## src/rtl/irqsc_pkg.sv

```systemverilog
package irqsc_pkg;
  localparam int DW = 8;
  localparam int AW = 3;
  localparam int DMA_EW = DW - 1;

  typedef enum logic [AW-1:0] {
    A_SUMMARY = 3'd0,
    A_BUSA    = 3'd1,
    A_BUSB    = 3'd2,
    A_DMA     = 3'd3,
    A_CTRL    = 3'd4,
    A_MASKA   = 3'd5,
    A_MASKB   = 3'd6,
    A_MASKD   = 3'd7
  } reg_addr_e;

  localparam int CTRL_CLR_DMA = 2;
  localparam int CTRL_CLR_BUS = 1;

  // clear first, then new events win
  function automatic logic [DW-1:0] rc_next(input logic [DW-1:0] cur,
                                            input logic [DW-1:0] clr,
                                            input logic [DW-1:0] set);
    return (cur & ~clr) | set;
  endfunction

  function automatic logic any_enabled(input logic [DW-1:0] st,
                                       input logic [DW-1:0] msk);
    return |(st & msk);
  endfunction
endpackage

```

## src/rtl/irqsc_status_bank.sv

```systemverilog
module irqsc_status_bank
  import irqsc_pkg::*;
(
  input  logic          clk,
  input  logic          rst_n,
  input  logic [DW-1:0] set_i,
  input  logic [DW-1:0] clr_i,
  output logic [DW-1:0] stat_o
);
  always_ff @(posedge clk) begin
    if (!rst_n) stat_o <= '0;
    else        stat_o <= rc_next(stat_o, clr_i, set_i);
  end

  // a new event survives a coincident clear
  p_set_sticks_r9: assert property (@(posedge clk) disable iff (!rst_n)
    (set_i != '0) |=> ((stat_o & $past(set_i)) == $past(set_i)));

  // a full clear with no new event empties the register
  p_clear_empties_r3: assert property (@(posedge clk) disable iff (!rst_n)
    (clr_i == '1 && set_i == '0) |=> (stat_o == '0));
endmodule

```

## src/rtl/irqsc_fatal_defer.sv

```systemverilog
module irqsc_fatal_defer
  import irqsc_pkg::*;
#(
  parameter logic [DW-1:0] FATAL = 8'h01
) (
  input  logic          clk,
  input  logic          rst_n,
  input  logic [DW-1:0] evt_i,
  input  logic          inbound_i,
  input  logic          drain_done_i,
  output logic [DW-1:0] pass_o,
  output logic [DW-1:0] held_o
);
  logic [DW-1:0] defer_now;
  logic [DW-1:0] release_now;

  assign defer_now   = inbound_i ? (evt_i & FATAL) : '0;
  assign release_now = drain_done_i ? held_o : '0;
  assign pass_o      = (evt_i & ~defer_now) | release_now;

  always_ff @(posedge clk) begin
    if (!rst_n) held_o <= '0;
    else        held_o <= (held_o & ~release_now) | defer_now;
  end

  // held bits stay held until the drain handshake
  p_hold_until_done_r6: assert property (@(posedge clk) disable iff (!rst_n)
    (held_o != '0 && !drain_done_i) |=> ((held_o & $past(held_o)) == $past(held_o)));

  // the handshake hands every held bit to status
  p_release_all_r6: assert property (@(posedge clk) disable iff (!rst_n)
    (drain_done_i) |-> ((pass_o & held_o) == held_o));

  // outbound events are never held back
  p_outbound_passes_r7: assert property (@(posedge clk) disable iff (!rst_n)
    (!inbound_i) |-> ((pass_o & evt_i) == evt_i));
endmodule

```

## src/rtl/irq_status_ctrl.sv

```systemverilog
module irq_status_ctrl
  import irqsc_pkg::*;
#(
  parameter logic [DW-1:0] FATAL_A = 8'h81,
  parameter logic [DW-1:0] FATAL_B = 8'h01
) (
  input  logic              clk,
  input  logic              rst_n,
  input  logic              rd_en,
  input  logic              wr_en,
  input  logic [AW-1:0]     addr,
  input  logic [DW-1:0]     wdata,
  output logic [DW-1:0]     rdata,
  input  logic [DW-1:0]     bus_evt_a,
  input  logic [DW-1:0]     bus_evt_b,
  input  logic [DMA_EW-1:0] dma_evt,
  input  logic              rx_inbound,
  input  logic              fifo_empty,
  output logic              drain_req,
  input  logic              drain_done,
  output logic              clr_dma_fifo,
  output logic              clr_bus_fifo,
  output logic              irq
);
  logic [DW-1:0] pass_a, pass_b, held_a, held_b;
  logic [DW-1:0] stat_a, stat_b, stat_d;
  logic [DW-1:0] clr_a, clr_b, clr_d;
  logic [DW-1:0] mask_a, mask_b, mask_d;
  logic          bus_pend, dma_pend;
  logic          ctrl_wr;
  reg_addr_e     ra;

  assign ra = reg_addr_e'(addr);

  irqsc_fatal_defer #(.FATAL(FATAL_A)) u_defer_a (
    .clk(clk), .rst_n(rst_n), .evt_i(bus_evt_a), .inbound_i(rx_inbound),
    .drain_done_i(drain_done), .pass_o(pass_a), .held_o(held_a));

  irqsc_fatal_defer #(.FATAL(FATAL_B)) u_defer_b (
    .clk(clk), .rst_n(rst_n), .evt_i(bus_evt_b), .inbound_i(rx_inbound),
    .drain_done_i(drain_done), .pass_o(pass_b), .held_o(held_b));

  assign drain_req = (held_a != '0) || (held_b != '0);

  assign clr_a = (rd_en && ra == A_BUSA) ? '1 : '0;
  assign clr_b = (rd_en && ra == A_BUSB) ? '1 : '0;
  assign clr_d = (rd_en && ra == A_DMA)  ? '1 : '0;

  irqsc_status_bank u_bank_a (.clk(clk), .rst_n(rst_n), .set_i(pass_a),
    .clr_i(clr_a), .stat_o(stat_a));
  irqsc_status_bank u_bank_b (.clk(clk), .rst_n(rst_n), .set_i(pass_b),
    .clr_i(clr_b), .stat_o(stat_b));
  irqsc_status_bank u_bank_d (.clk(clk), .rst_n(rst_n), .set_i({1'b0, dma_evt}),
    .clr_i(clr_d), .stat_o(stat_d));

  assign bus_pend = (stat_a != '0) || (stat_b != '0);
  assign dma_pend = stat_d[DMA_EW-1:0] != '0;

  assign irq = any_enabled(stat_a, mask_a) || any_enabled(stat_b, mask_b) ||
               any_enabled({1'b0, stat_d[DMA_EW-1:0]}, {1'b0, mask_d[DMA_EW-1:0]});

  assign ctrl_wr = wr_en && ra == A_CTRL;

  always_ff @(posedge clk) begin
    if (!rst_n) begin
      mask_a       <= '1;
      mask_b       <= '1;
      mask_d       <= '1;
      clr_dma_fifo <= 1'b0;
      clr_bus_fifo <= 1'b0;
    end else begin
      clr_dma_fifo <= ctrl_wr && wdata[CTRL_CLR_DMA];
      clr_bus_fifo <= ctrl_wr && wdata[CTRL_CLR_BUS];
      if (wr_en && ra == A_MASKA) mask_a <= wdata;
      if (wr_en && ra == A_MASKB) mask_b <= wdata;
      if (wr_en && ra == A_MASKD) mask_d <= wdata;
    end
  end

  always_ff @(posedge clk) begin
    if (!rst_n) rdata <= '0;
    else if (rd_en) begin
      case (ra)
        A_SUMMARY: rdata <= {6'b0, dma_pend, bus_pend};
        A_BUSA:    rdata <= stat_a;
        A_BUSB:    rdata <= stat_b;
        A_DMA:     rdata <= {fifo_empty, stat_d[DMA_EW-1:0]};
        A_MASKA:   rdata <= mask_a;
        A_MASKB:   rdata <= mask_b;
        A_MASKD:   rdata <= mask_d;
        default:   rdata <= '0;
      endcase
    end
  end

  // a strobe only follows a control write
  p_strobe_src_r8: assert property (@(posedge clk) disable iff (!rst_n)
    (clr_dma_fifo || clr_bus_fifo) |-> $past(ctrl_wr));

  // the request needs a pending class behind it
  p_irq_needs_pending_r10: assert property (@(posedge clk) disable iff (!rst_n)
    irq |-> (bus_pend || dma_pend));

  // outbound bus events land in status at the next edge
  p_outbound_immediate_r7: assert property (@(posedge clk) disable iff (!rst_n)
    (!rx_inbound && bus_evt_a != '0) |=> ((stat_a & $past(bus_evt_a)) == $past(bus_evt_a)));

  // the empty flag alone never requests service
  p_fe_no_irq_r5: assert property (@(posedge clk) disable iff (!rst_n)
    (!bus_pend && !dma_pend) |-> !irq);
endmodule

```

## config.mk

```make
export PLATFORM = sky130hd
export DESIGN_NAME = irq_status_ctrl
export DESIGN_NICKNAME = d
export VERILOG_FILES = /design/src/rtl/irqsc_pkg.sv /design/src/rtl/irqsc_status_bank.sv /design/src/rtl/irqsc_fatal_defer.sv /design/src/rtl/irq_status_ctrl.sv
export SDC_FILE = /design/constraint.sdc
export NUM_CORES = 1
export LEC_CHECK = 0
export BUFFER_PORTS_ARGS = -buffer_cell sky130_fd_sc_hd__buf_2
export CORE_MARGIN = 1
export CORE_UTILIZATION = 55
export DETAILED_ROUTE_END_ITERATION = 7
export PLACE_DENSITY = 0.87
export SETUP_SLACK_MARGIN = 0.15
export SLEW_MARGIN = 10
export SYNTH_ARGS = -nofsm -noshare
export SYNTH_HDL_FRONTEND = slang
export SYNTH_SLANG_ARGS = --single-unit
```

## constraint.sdc

```tcl
create_clock -name clk -period 1.8 [get_ports clk]
set_clock_uncertainty 0.1 [all_clocks]
set_input_delay 0.09 -clock clk [delete_from_list [all_inputs] [get_ports clk]]
set_output_delay 0.09 -clock clk [all_outputs]
set_load 0.05 [all_outputs]
```

Word-level counts from Yosys, hierarchy flattened
Cells that the tools add are included.
Storage, ports and cells
  register bits: 74
  bits of input ports: 41
  output and inout bits: 12
Cells by class
  equality and inequality tests: 7
  multiplexer cells: 8
  bitwise gates (word level): 24
  reductions and logical operators: 22
Operators with widths (count)
  8-bit AND: 9
  8-bit NOT: 7
  8-bit one-hot mux with 7 select lines: 1
  8-bit 2-to-1 mux: 6
  8-bit bitwise OR: 6
  8-bit nonzero test: 4
  8-bit OR reduction: 3
  3-bit == test (second input constant): 4
  1-bit logical AND: 9
  8-bit by 7-bit bitwise OR with 8-bit output: 1
  7-bit AND: 1
  7-bit nonzero test: 1
  3-bit by 2-bit == test with 1-bit output (second input constant): 2
  1-bit logical OR: 4
  3-bit by 1-bit == test with 1-bit output (second input constant): 1
  3-bit logical NOT: 1
  1-bit 2-to-1 mux: 1

Longest topological paths before layout
Gate-level depths: netlist (run 1).
  word-level depth: 6
  mapped depth: 6

Hierarchy
A second synthesis (run 1) with hierarchy kept.
Unflattened totals
  cell total of the unflattened synthesis: 374
  area total of the unflattened synthesis: 3563.4 um2
Modules (own cells, without submodules)
  irq_status_ctrl: instances 1, cells an instance 235, area each 1913.1 um2
  irqsc_status_bank: instances 3, cells an instance 25, area each 337.8 um2
  irqsc_fatal_defer (u_defer_b): instances 1, cells an instance 30, area each 319.1 um2
  irqsc_fatal_defer (u_defer_a): instances 1, cells an instance 34, area each 317.8 um2

Least setup slack after synthesis (run 1)
Ideal clock, no wire load.
  path kind: register to output
  from: register u_bank_d.stat_o[3]
  to: output irq
  arrival time: 1.287 ns
  data required time: 1.610 ns
  slack: 0.323 ns
  cell stages (with the launch flop): 5
  path buffers: 0
  cell sequence: dfxtp_1 -> a222oi_1 -> nand3_1 -> nor2_1 -> nand4_1
On the way
  cells in the longest elaborated chain, start to end: 3
RTL lines
  from (decl): line irqsc_status_bank.sv:8  | output logic [DW-1:0] stat_o
  from (signal assigned): line irqsc_status_bank.sv:12  | else stat_o <= rc_next(stat_o, clr_i, set_i);
  7-bit AND: line irqsc_pkg.sv:29  | return |(st & msk);
  8-bit OR reduction: line irqsc_pkg.sv:29
  1-bit logical OR: line irq_status_ctrl.sv:59  | assign irq = any_enabled(stat_a, mask_a) || any_enabled(stat_b, mask_b) ||
  to (decl): line irq_status_ctrl.sv:23  | output logic irq
No other way between the ends.

Worst setup path in the final report (run 1)
  from: register mask_d[4]
  to: output irq
On the way
  cells in the longest elaborated chain, start to end: 3
RTL lines
  from (decl): line irq_status_ctrl.sv:28  | logic [DW-1:0] mask_a, mask_b, mask_d;
  from (signal assigned): line irq_status_ctrl.sv:76  | if (wr_en && ra == A_MASKD) mask_d <= wdata;
  7-bit AND: line irqsc_pkg.sv:29
  8-bit OR reduction: line irqsc_pkg.sv:29
  1-bit logical OR: line irq_status_ctrl.sv:59
No other way between the ends.

==> results of run 1 <==
[Yosys cell counts, types with 2 or more instances]
master	n
nor2_2	2
nand3_1	28
buf_2	3
mux2i_1	11
a31oi_1	3
dfxtp_1	73
a222oi_1	4
nand2b_1	3
nor2_1	6
nor4_1	8
inv_1	4
a21oi_1	13
nor2b_1	31
and2_1	13
and4_1	2
o22ai_1	2
a221oi_1	14
o21ai_0	7
nand2_1	58
a22oi_1	12
clkbuf_1	9
mux2_2	5
nand2_2	2
nand3b_1	4
o32ai_1	2
nand4_1	6
buf_6	3
a22o_1	3
[power breakdown]
part / switching [uW] / total, uW / internal [uW]
Clock: 625 / 1270 / 645
Sequential: 85.5 / 1770 / 1690
Combinational: 282 / 526 / 243
Total: 993 / 3570 / 2580
[kinds of logic (layout without fill, tap and decap cells)]
group,count (synthesis),count (layout)
and+or+nand+nor,169,169
DFF,73,73
AOI/OAI and AO/OA,69,69
buffers and inverters,20,115
muxes,17,17
[routing by layer]
layer	global-route usage, %	vias to the layer above	part of all wire (%)
met5	0	-	0
met4	14.7	0	3.6
met3	6.47	42	11
met2	50.4	224	46
met1	43.6	1471	40
li1	-	1445	-
[cells in the final DEF (no fill, tap or decap), types with 5 or more instances in the layout]
master,instances
a21oi_1,13
a221oi_1,14
a22oi_1,11
and2_1,13
buf_2,51
buf_4,9
clkbuf_8,9
dfxtp_1,70
dlygate4sd3_1,34
mux2_2,5
mux2i_1,11
nand2_1,58
nand3_1,28
nand4_1,6
nor2_1,6
nor2b_1,31
nor4_1,6
o21ai_0,7
[worst paths after layout]
| path | depth (start not counted) | end | start |
|---|---|---|---|
| max | 5 | irq | mask_d[4] |
| min | 3 | u_bank_a.stat_o[1] | drain_done |
| max reg2reg | 3 | rdata[1] | u_bank_d.stat_o[3] |
| min reg2reg | 2 | rdata[3] | rdata[3] |
[registers in the layout (all words and copies together) (netlist names)]
name and cells:
mask_d 8, u_bank_b.stat_o 8, clr_dma_fifo 1, u_bank_d.stat_o 7
mask_b 8, rdata 8, mask_a 8, u_defer_a.held_o 8
u_bank_a.stat_o 8, u_defer_b.held_o 8, clr_bus_fifo 1
[through the flow]
step	setup WS [ns]	utilization, %
3_5_place_dp	0.268	63.0
2_1_floorplan	0.323	-
6_report	-0.0685	73.4
3_3_place_gp	0.302	63.0
4_1_cts	0.0694	73.2
5_1_grt	-0.0506	73.4
[critical path, stage by stage, from the launching register on]
cell and delay [ns]:
dfxtp_1 0.35, a222oi_1 0.36, nand3_1 0.17, nor2_1 0.11, nand4_1 0.15, buf_6 0.19
[layout make-up]
type                    instances  area, um2
repair buffers                 95        674
inverters                       4       15.0
well taps                      72       90.1
clock inverters                 6       67.6
flip-flops and latches         73       1470
clock buffers                  10        128
multi-input cells             255       1600
fillers                       385       1470
[what timing repair did]
| item | in CTS | in global routing |
|---|---|---|
| gates resized for setup | 6 | 2 |
| hold endpoints to repair | 52 | 0 |
| setup endpoints to repair | 1 | 2 |
| buffers inserted | 1 | 0 |
| hold buffers | 34 | 0 |
| pin swaps | 3 | 0 |
==> metrics.md, run 1 <==
| Metric | Value |
|---|---|
| Outcome | `complete, but fails checks` |
| Violated checks | `setup timing` |
| Wire length per cell | `18.4 um` |
| Syn_nets | `389` |
| Top_reg_cell synth | `dfxtp_1` |
| Crit path required time | `1.61 ns` |
| # placed instances | `464` |
| Synth cell types | `45` |
| VDD IR max | `0.000512 V` |
| Max transition margin | `55.0%` |
| Mux contribution to synthesized area | `6.00%` |
| Final setup fails | `1` |
| RSZ-0062 raised after global routing | `true` |
| CP endpoint kind | `primary output` |
| Detailed Routing Iterations Pass 1 | `8` |
| Period minus WS final | `1.87 ns` |
| Area share of fa/ha/maj cells after synthesis | `0%` |
| Static leakage | `0.00174 uW` |
| Critical Path Start Type | `flip-flop` |
| Die Area | `6030 um2` |
| Final hold violation count | `0` |
| Flops & latches, synth | `73` |
| FF-to-FF setup slack | `0.32 ns` |
| Worst-path maximum fanout | `3` |
| Vias per cell | `6.18` |
| Initial drt markers | `354` |
| # clock sinks | `73` |
| Layout cell share with drive strength beyond 1 | `22.1%` |
| Starting Density | `57.2%` |
| Initial antenna violation count | `0` |
| Crit Path Class | `reg2out` |
| Largest family of logic cells by synthesized area | `simple AND/OR/NAND/NOR gates` |
| Clk buf depth | `2` |
| Post-synth ARST share | `0%` |
| Max Freq | `535 MHz` |
| Mapped cell area | `3150 um2` |
| DP HPWL | `6100 um` |
| Worst Setup Slack, final | `-0.0685 ns` |
| Worst-margin pin slew | `0.673 ns` |
| Post-synth top area cell | `dfxtp_1` |
| Total of max-cap violations | `0` |
| Vias in the first global route | `2965` |
| WL final | `9460 um` |
| Via Count | `3182` |
| I/O Pins | `53` |
| Area contributors post-synth | `dfxtp_1 (46%), nand2_1 (6.9%), nor2b_1 (6.2%)` |
| H-tree Lvls | `3` |
| Top cell type's share of synthesized area | `46.4%` |
| Die Wd | `77.7 um` |
| First-pass GRT wire length | `15000 um` |
| Seq/Total Area, Yosys | `46.4%` |
| Mapped Avg Cell Area | `9.05 um2` |
| Final Cell Area | `4040 um2` |
| Fin crit share | `104%` |
| Final nets | `479` |
| Placer Congestion | `0.986` |
| CTS root buf | `clkbuf_8` |
| Post-synth EDFFs | `0` |
| Compound-gate portion of the synthesized area | `16.2%` |
| Detail Route Antenna Nets | `0` |
| Max-slew violations | `0` |
| Num rows | `27` |
| Yosys warning total | `0` |
| Latest clock arrival within the worst-skew pair | `0.35 ns` |
| Drc violations | `0` |
| Post-Synth Simple-Gate Area | `28.1%` |
| Largest net degree at the start of global routing | `39` |
| Setup TNS | `-0.0685 ns` |
| Total gr overflow | `0` |
| Antenna Cells | `0` |
| PortBufs | `52` |
| Cell count after synthesis | `348` |
| Final instance count without filler cells | `515` |
| CTS tree | `done` |
| Worst-path clk slew | `0.08 ns` |
| CP arrival | `1.68 ns` |
| Core area | `5510 um2` |
| Total Power | `3570 uW` |
| Die Height | `77.7 um` |
| Gr usage total | `32.5%` |
| Min-Delay Path Class | `in2reg` |
| Final hold slack | `0.0463 ns` |
| Synth Area in XOR/XNOR | `0%` |
| Inserted Clock Buffers | `9` |
| Pwr Density | `883 nW/um2` |
| Area grow syn2layout | `28.3%` |
| Cell Area, Placed | `3470 um2` |
Power figures use the tool's default switching activity.
==> run 2: changes to the inputs <==
==> constraint.sdc (replaced) <==
create_clock -name clk -period 1.8 [get_ports clk]
set_clock_uncertainty 0.1 [all_clocks]
set_input_delay 0.18 -clock clk [delete_from_list [all_inputs] [get_ports clk]]
set_output_delay 0.18 -clock clk [all_outputs]
set_load 0.05 [all_outputs]
==> metrics.md, run 2 (synthesized netlist as in run 1, its figures left out) <==
| Metric | Value |
|---|---|
| Postcts setup bufs | `0` |
| Final setup fails | `0` |
| Largest net degree at the start of global routing | `33` |
| Worst-margin pin slew | `0.670 ns` |
| Num rows | `27` |
| Critical Path Slowest Stage Cell | `dfxtp_1` |
| Via Count | `3079` |
| Post-layout util | `72.4%` |
| Inserted Clock Buffers | `9` |
| Kind of cell adding the most delay to the critical path | `simple AND/OR/NAND/NOR gates` |
| Die Wd | `77.7 um` |
| WL final | `9120 um` |
| Max-slew violations | `0` |
| I/O Pins | `53` |
| Vias per cell | `6.08` |
| Worst-path clk slew | `0.08 ns` |
| First-pass GRT wire length | `14300 um` |
| CP most frequent cell | `nand4_1` |
| Total Power | `3600 uW` |
| PortBufs | `52` |
| Detailed Routing Iterations Pass 1 | `5` |
| CTS root buf | `clkbuf_8` |
| Static leakage | `0.00173 uW` |
| Buf/Inv on CP | `1` |
| Core area | `5510 um2` |
| Final hold violation count | `0` |
| CTS tree | `done` |
| DP HPWL | `6140 um` |
| Fin crit share | `99.2%` |
| Final nets | `470` |
| Detail Route Antenna Nets | `0` |
| Total gr overflow | `0` |
| Max transition margin | `55.3%` |
| Fillers | `413` |
| Seq. cell area | `1470 um2` |
| Outcome | `finished, final reports clean` |
| Final hold slack | `0.0216 ns` |
| Pre-CTS WS | `0.206 ns` |
| Total of max-cap violations | `0` |
| Layout cell share with drive strength beyond 1 | `22.4%` |
| VDD IR max | `0.000927 V` |
| Antenna Cells | `0` |
| Die Height | `77.7 um` |
| Max Freq | `560 MHz` |
| CP endpoint kind | `primary output` |
| Period minus WS final | `1.79 ns` |
| Gr usage total | `31.0%` |
| Clk buf depth | `2` |
| Most frequent cells in the layout | `dfxtp_1 (71), nand2_1 (58), buf_2 (50)` |
| CP arrival | `1.51 ns` |
| # clock sinks | `73` |
| Placer Congestion | `0.963` |
| Pwr Density | `902 nW/um2` |
| Cells along the critical path | `a22oi_1 -> nand4_1 -> nor2_1 -> nand4_1 -> buf_6` |
| H-tree Lvls | `3` |
| Wire length per cell | `18.0 um` |
| Die Area | `6030 um2` |
| Initial drt markers | `415` |
| FF-to-FF setup slack | `0.35 ns` |
| Footprint of the multi-input gates | `1620 um2` |
| Commonest non-fill, non-tap cell in the layout | `dfxtp_1` |
| Area grow syn2layout | `26.6%` |
| Vias in the first global route | `2835` |
| Latest clock arrival within the worst-skew pair | `0.35 ns` |
| Drc violations | `0` |
| Starting Density | `57.2%` |
| RSZ-0062 raised after global routing | `true` |
| Min-Delay Path Class | `in2reg` |
| Critical path's largest stage delay | `0.36 ns` |
| Initial antenna violation count | `0` |
| Critical Path Start Type | `flip-flop` |
| Crit path required time | `1.52 ns` |
| Crit Path Class | `reg2out` |
| Worst Setup Slack, final | `0.0145 ns` |
| Worst-path maximum fanout | `4` |
==> run 2: cell type report <==
class                   instances  share of cell area [%]
inverters                       4                   0.376
multi-input cells             255                    40.6
clock inverters                 4                    1.29
clock buffers                  12                    3.89
repair buffers                 86                    14.9
flip-flops and latches         73                    36.8
well taps                      72                    2.26
==> run 2: report_power, final <==
part / total (uW) / switching, uW / internal, uW
registers: 1770 / 86.2 / 1690
clock network: 1320 / 604 / 716
logic: 505 / 272 / 233
total: 3600 / 962 / 2640
==> run 2: metrics by stage <==
step | TNS [ns] | instances | area [um2]
floorplan | 0 | 348 | 3150
global placement | 0 | 464 | 3470
detailed placement | 0 | 464 | 3470
CTS | -0.0253 | 506 | 3960
global route | -0.0482 | 506 | 3990
finish | 0 | 506 | 3990
==> run 2: timing repair <==
action,in CTS,in global routing
gates cloned,0,0
endpoints found under the hold margin,38,0
setup endpoints to repair,2,2
hold buffers,26,0
pin swaps,1,2
gates resized for setup,6,6
==> run 2: final timing paths <==
| kind | cells after the start | to | start |
|---|---|---|---|
| worst min register to register | 2 | rdata[7] | rdata[7] |
| worst max register to register | 3 | rdata[1] | u_bank_d.stat_o[3] |
| worst min-delay path | 3 | u_bank_b.stat_o[7] | bus_evt_b[7] |
| worst max-delay path | 5 | irq | u_bank_a.stat_o[1] |
==> run 2: per-layer routing <==
layer	track usage, %	routed length (um)	up-vias
li1	-	-	1435
met1	41.8	3990	1431
met2	48.8	4070	180
met3	8.00	753	33
met4	8.68	308	0
met5	0	0	-
==> run 2: tightest hold or removal path, delay by kind of cell <==
kind / cells / cell delay [ns]
compound gates: 1 / 0.05
buf+inv: 1 / 0.08
simple gates: 1 / 0.12
==> run 3: changes to the inputs <==
Settings changed: HOLD_SLACK_MARGIN set to 0.03.
==> metrics.md, run 3 (synthesized netlist as in run 1, its figures left out) <==
| Metric | Value |
|---|---|
| Outcome | `finished, final reports clean` |
| Core area | `5510 um2` |
| Crit Path Class | `reg2out` |
| Total gr overflow | `0` |
| Via Count | `3100` |
| Commonest non-fill, non-tap cell in the layout | `dfxtp_1` |
| Detail Route Antenna Nets | `0` |
| Die Wd | `77.7 um` |
| Seq. cell area | `1470 um2` |
| Initial drt markers | `393` |
| Gr usage total | `30.9%` |
| Footprint of the multi-input gates | `1620 um2` |
| RSZ-0062 raised after global routing | `true` |
| Fillers | `401` |
| # clock sinks | `73` |
| Critical Path Slowest Stage Cell | `dfxtp_1` |
| Hold depth | `3` |
| Initial antenna violation count | `0` |
| Final setup fails | `0` |
| Max Freq | `556 MHz` |
| Layout cell share with drive strength beyond 1 | `22.4%` |
| PortBufs | `52` |
| CP arrival | `1.52 ns` |
| Num rows | `27` |
| Largest net degree at the start of global routing | `33` |
| H-tree Lvls | `3` |
| Clk buf depth | `2` |
| Worst R2R Start | `u_bank_d.stat_o[3]` |
| Final nets | `474` |
| VDD IR max | `0.000930 V` |
| Die Area | `6030 um2` |
| Fin crit share | `99.9%` |
| Detailed Routing Iterations Pass 1 | `5` |
| Critical path's largest stage delay | `0.35 ns` |
| Inserted Clock Buffers | `9` |
| Wire length per cell | `17.9 um` |
| Drc violations | `0` |
| CTS tree | `done` |
| Setup TNS | `0 ns` |
| Max-slew violations | `0` |
| Worst-margin pin slew | `0.702 ns` |
| I/O Pins | `53` |
| CTS root buf | `clkbuf_8` |
| Postcts setup bufs | `0` |
| Buf/Inv on CP | `1` |
| R2R depth | `3` |
| Total Power | `3600 uW` |
| Reg2reg end | `rdata[1]` |
| Hold path start | `bus_evt_a[0]` |
| Kind of cell adding the most delay to the critical path | `flip-flops` |
| Worst-path maximum fanout | `4` |
| Cell Area, Placed | `3470 um2` |
| Period minus WS final | `1.80 ns` |
| Placer Congestion | `0.963` |
| Crit path from | `u_bank_d.stat_o[3]` |
| Static leakage | `0.00174 uW` |
| First-pass GRT wire length | `14200 um` |
| Critical Path Start Type | `flip-flop` |
| Vias per cell | `6.08` |
| Min-Delay Path Class | `in2reg` |
| Max transition margin | `53.1%` |
| Worst-path clk slew | `0.08 ns` |
| CP endpoint kind | `primary output` |
| DP HPWL | `6140 um` |
| Final Cell Area | `4030 um2` |
| Area grow syn2layout | `27.9%` |
| Latest clock arrival within the worst-skew pair | `0.35 ns` |
| Crit path required time | `1.52 ns` |
| Hold Path Sink | `u_defer_a.held_o[0]` |
| Pwr Density | `894 nW/um2` |
| Final hold violation count | `0` |
| Antenna Cells | `0` |
| Most frequent cells in the layout | `dfxtp_1 (70), nand2_1 (58), buf_2 (50)` |
| Cells along the critical path | `a222oi_1 -> nand3_1 -> nor2_1 -> nand4_1 -> buf_6` |
| Die Height | `77.7 um` |
| FF-to-FF setup slack | `0.34 ns` |
| Vias in the first global route | `2847` |
| WL final | `9120 um` |
| Total of max-cap violations | `0` |
| Starting Density | `57.2%` |
-- run 3: changes by cell type in the layout (fill, tap and decap cells not counted), sizes merged --
cell	previous run	this run
dlygate4sd3	26	30
-- run 3: cell type report --
type                            count  share of cell area [%]
Timing Repair Buffer               90                    15.7
Multi-Input combinational cell    255                    40.1
Tap cell                           72                    2.24
Clock buffer                       12                    3.85
Clock inverter                      4                    1.27
Sequential cell                    73                    36.4
Inverter                            4                   0.373
-- run 3: worst max-delay path by stage --
stage	to	slack, ns	cells past startpoint
floorplan	irq	0.23	4
global placement	u_bank_d.stat_o[3]	0.26	5
detailed placement	u_bank_a.stat_o[1]	0.21	5
CTS	irq	-0.03	5
global route	irq	-0.05	5
finish	irq	0.002	5
-- run 3: repair_timing --
action,in CTS,in global routing
endpoints found under the setup margin,2,2
endpoints found under the hold margin,44,0
pin swaps,1,3
hold buffers,30,0
resized for setup,6,7
-- run 3: routing by layer --
layer | track usage (%) | up-vias | share of wire (%)
li1 | - | 1445 | -
met1 | 41.5 | 1440 | 43
met2 | 48.7 | 183 | 45
met3 | 8.00 | 32 | 9.0
met4 | 8.87 | 0 | 3.1
met5 | 0 | - | 0
-- run 3: per-stage QoR --
stage	hold slack [ns]	cells	util (%)	setup slack [ns]
3_5_place_dp	0.316	464	63.0	0.206
2_1_floorplan	0.204	348	-	0.233
5_1_grt	0.0554	510	73.2	-0.0483
3_3_place_gp	0.303	464	63.0	0.265
4_1_cts	0.0388	510	72.6	-0.0253
6_report	0.0498	510	73.2	0.00235
-- run 3: worst reg2reg max path: stages, from the launching register on --
cell	delay, ns
dfxtp_1	0.35
or4_1	0.53
o41ai_1	0.25
a31oi_1	0.12
-- run 3: report_power, final --
part | leakage (uW) | internal, uW | switching (uW)
combinational | 0.00104 | 239 | 272
clock | 0.000103 | 716 | 603
sequential | 0.000601 | 1690 | 86.7
total | 0.00174 | 2640 | 962
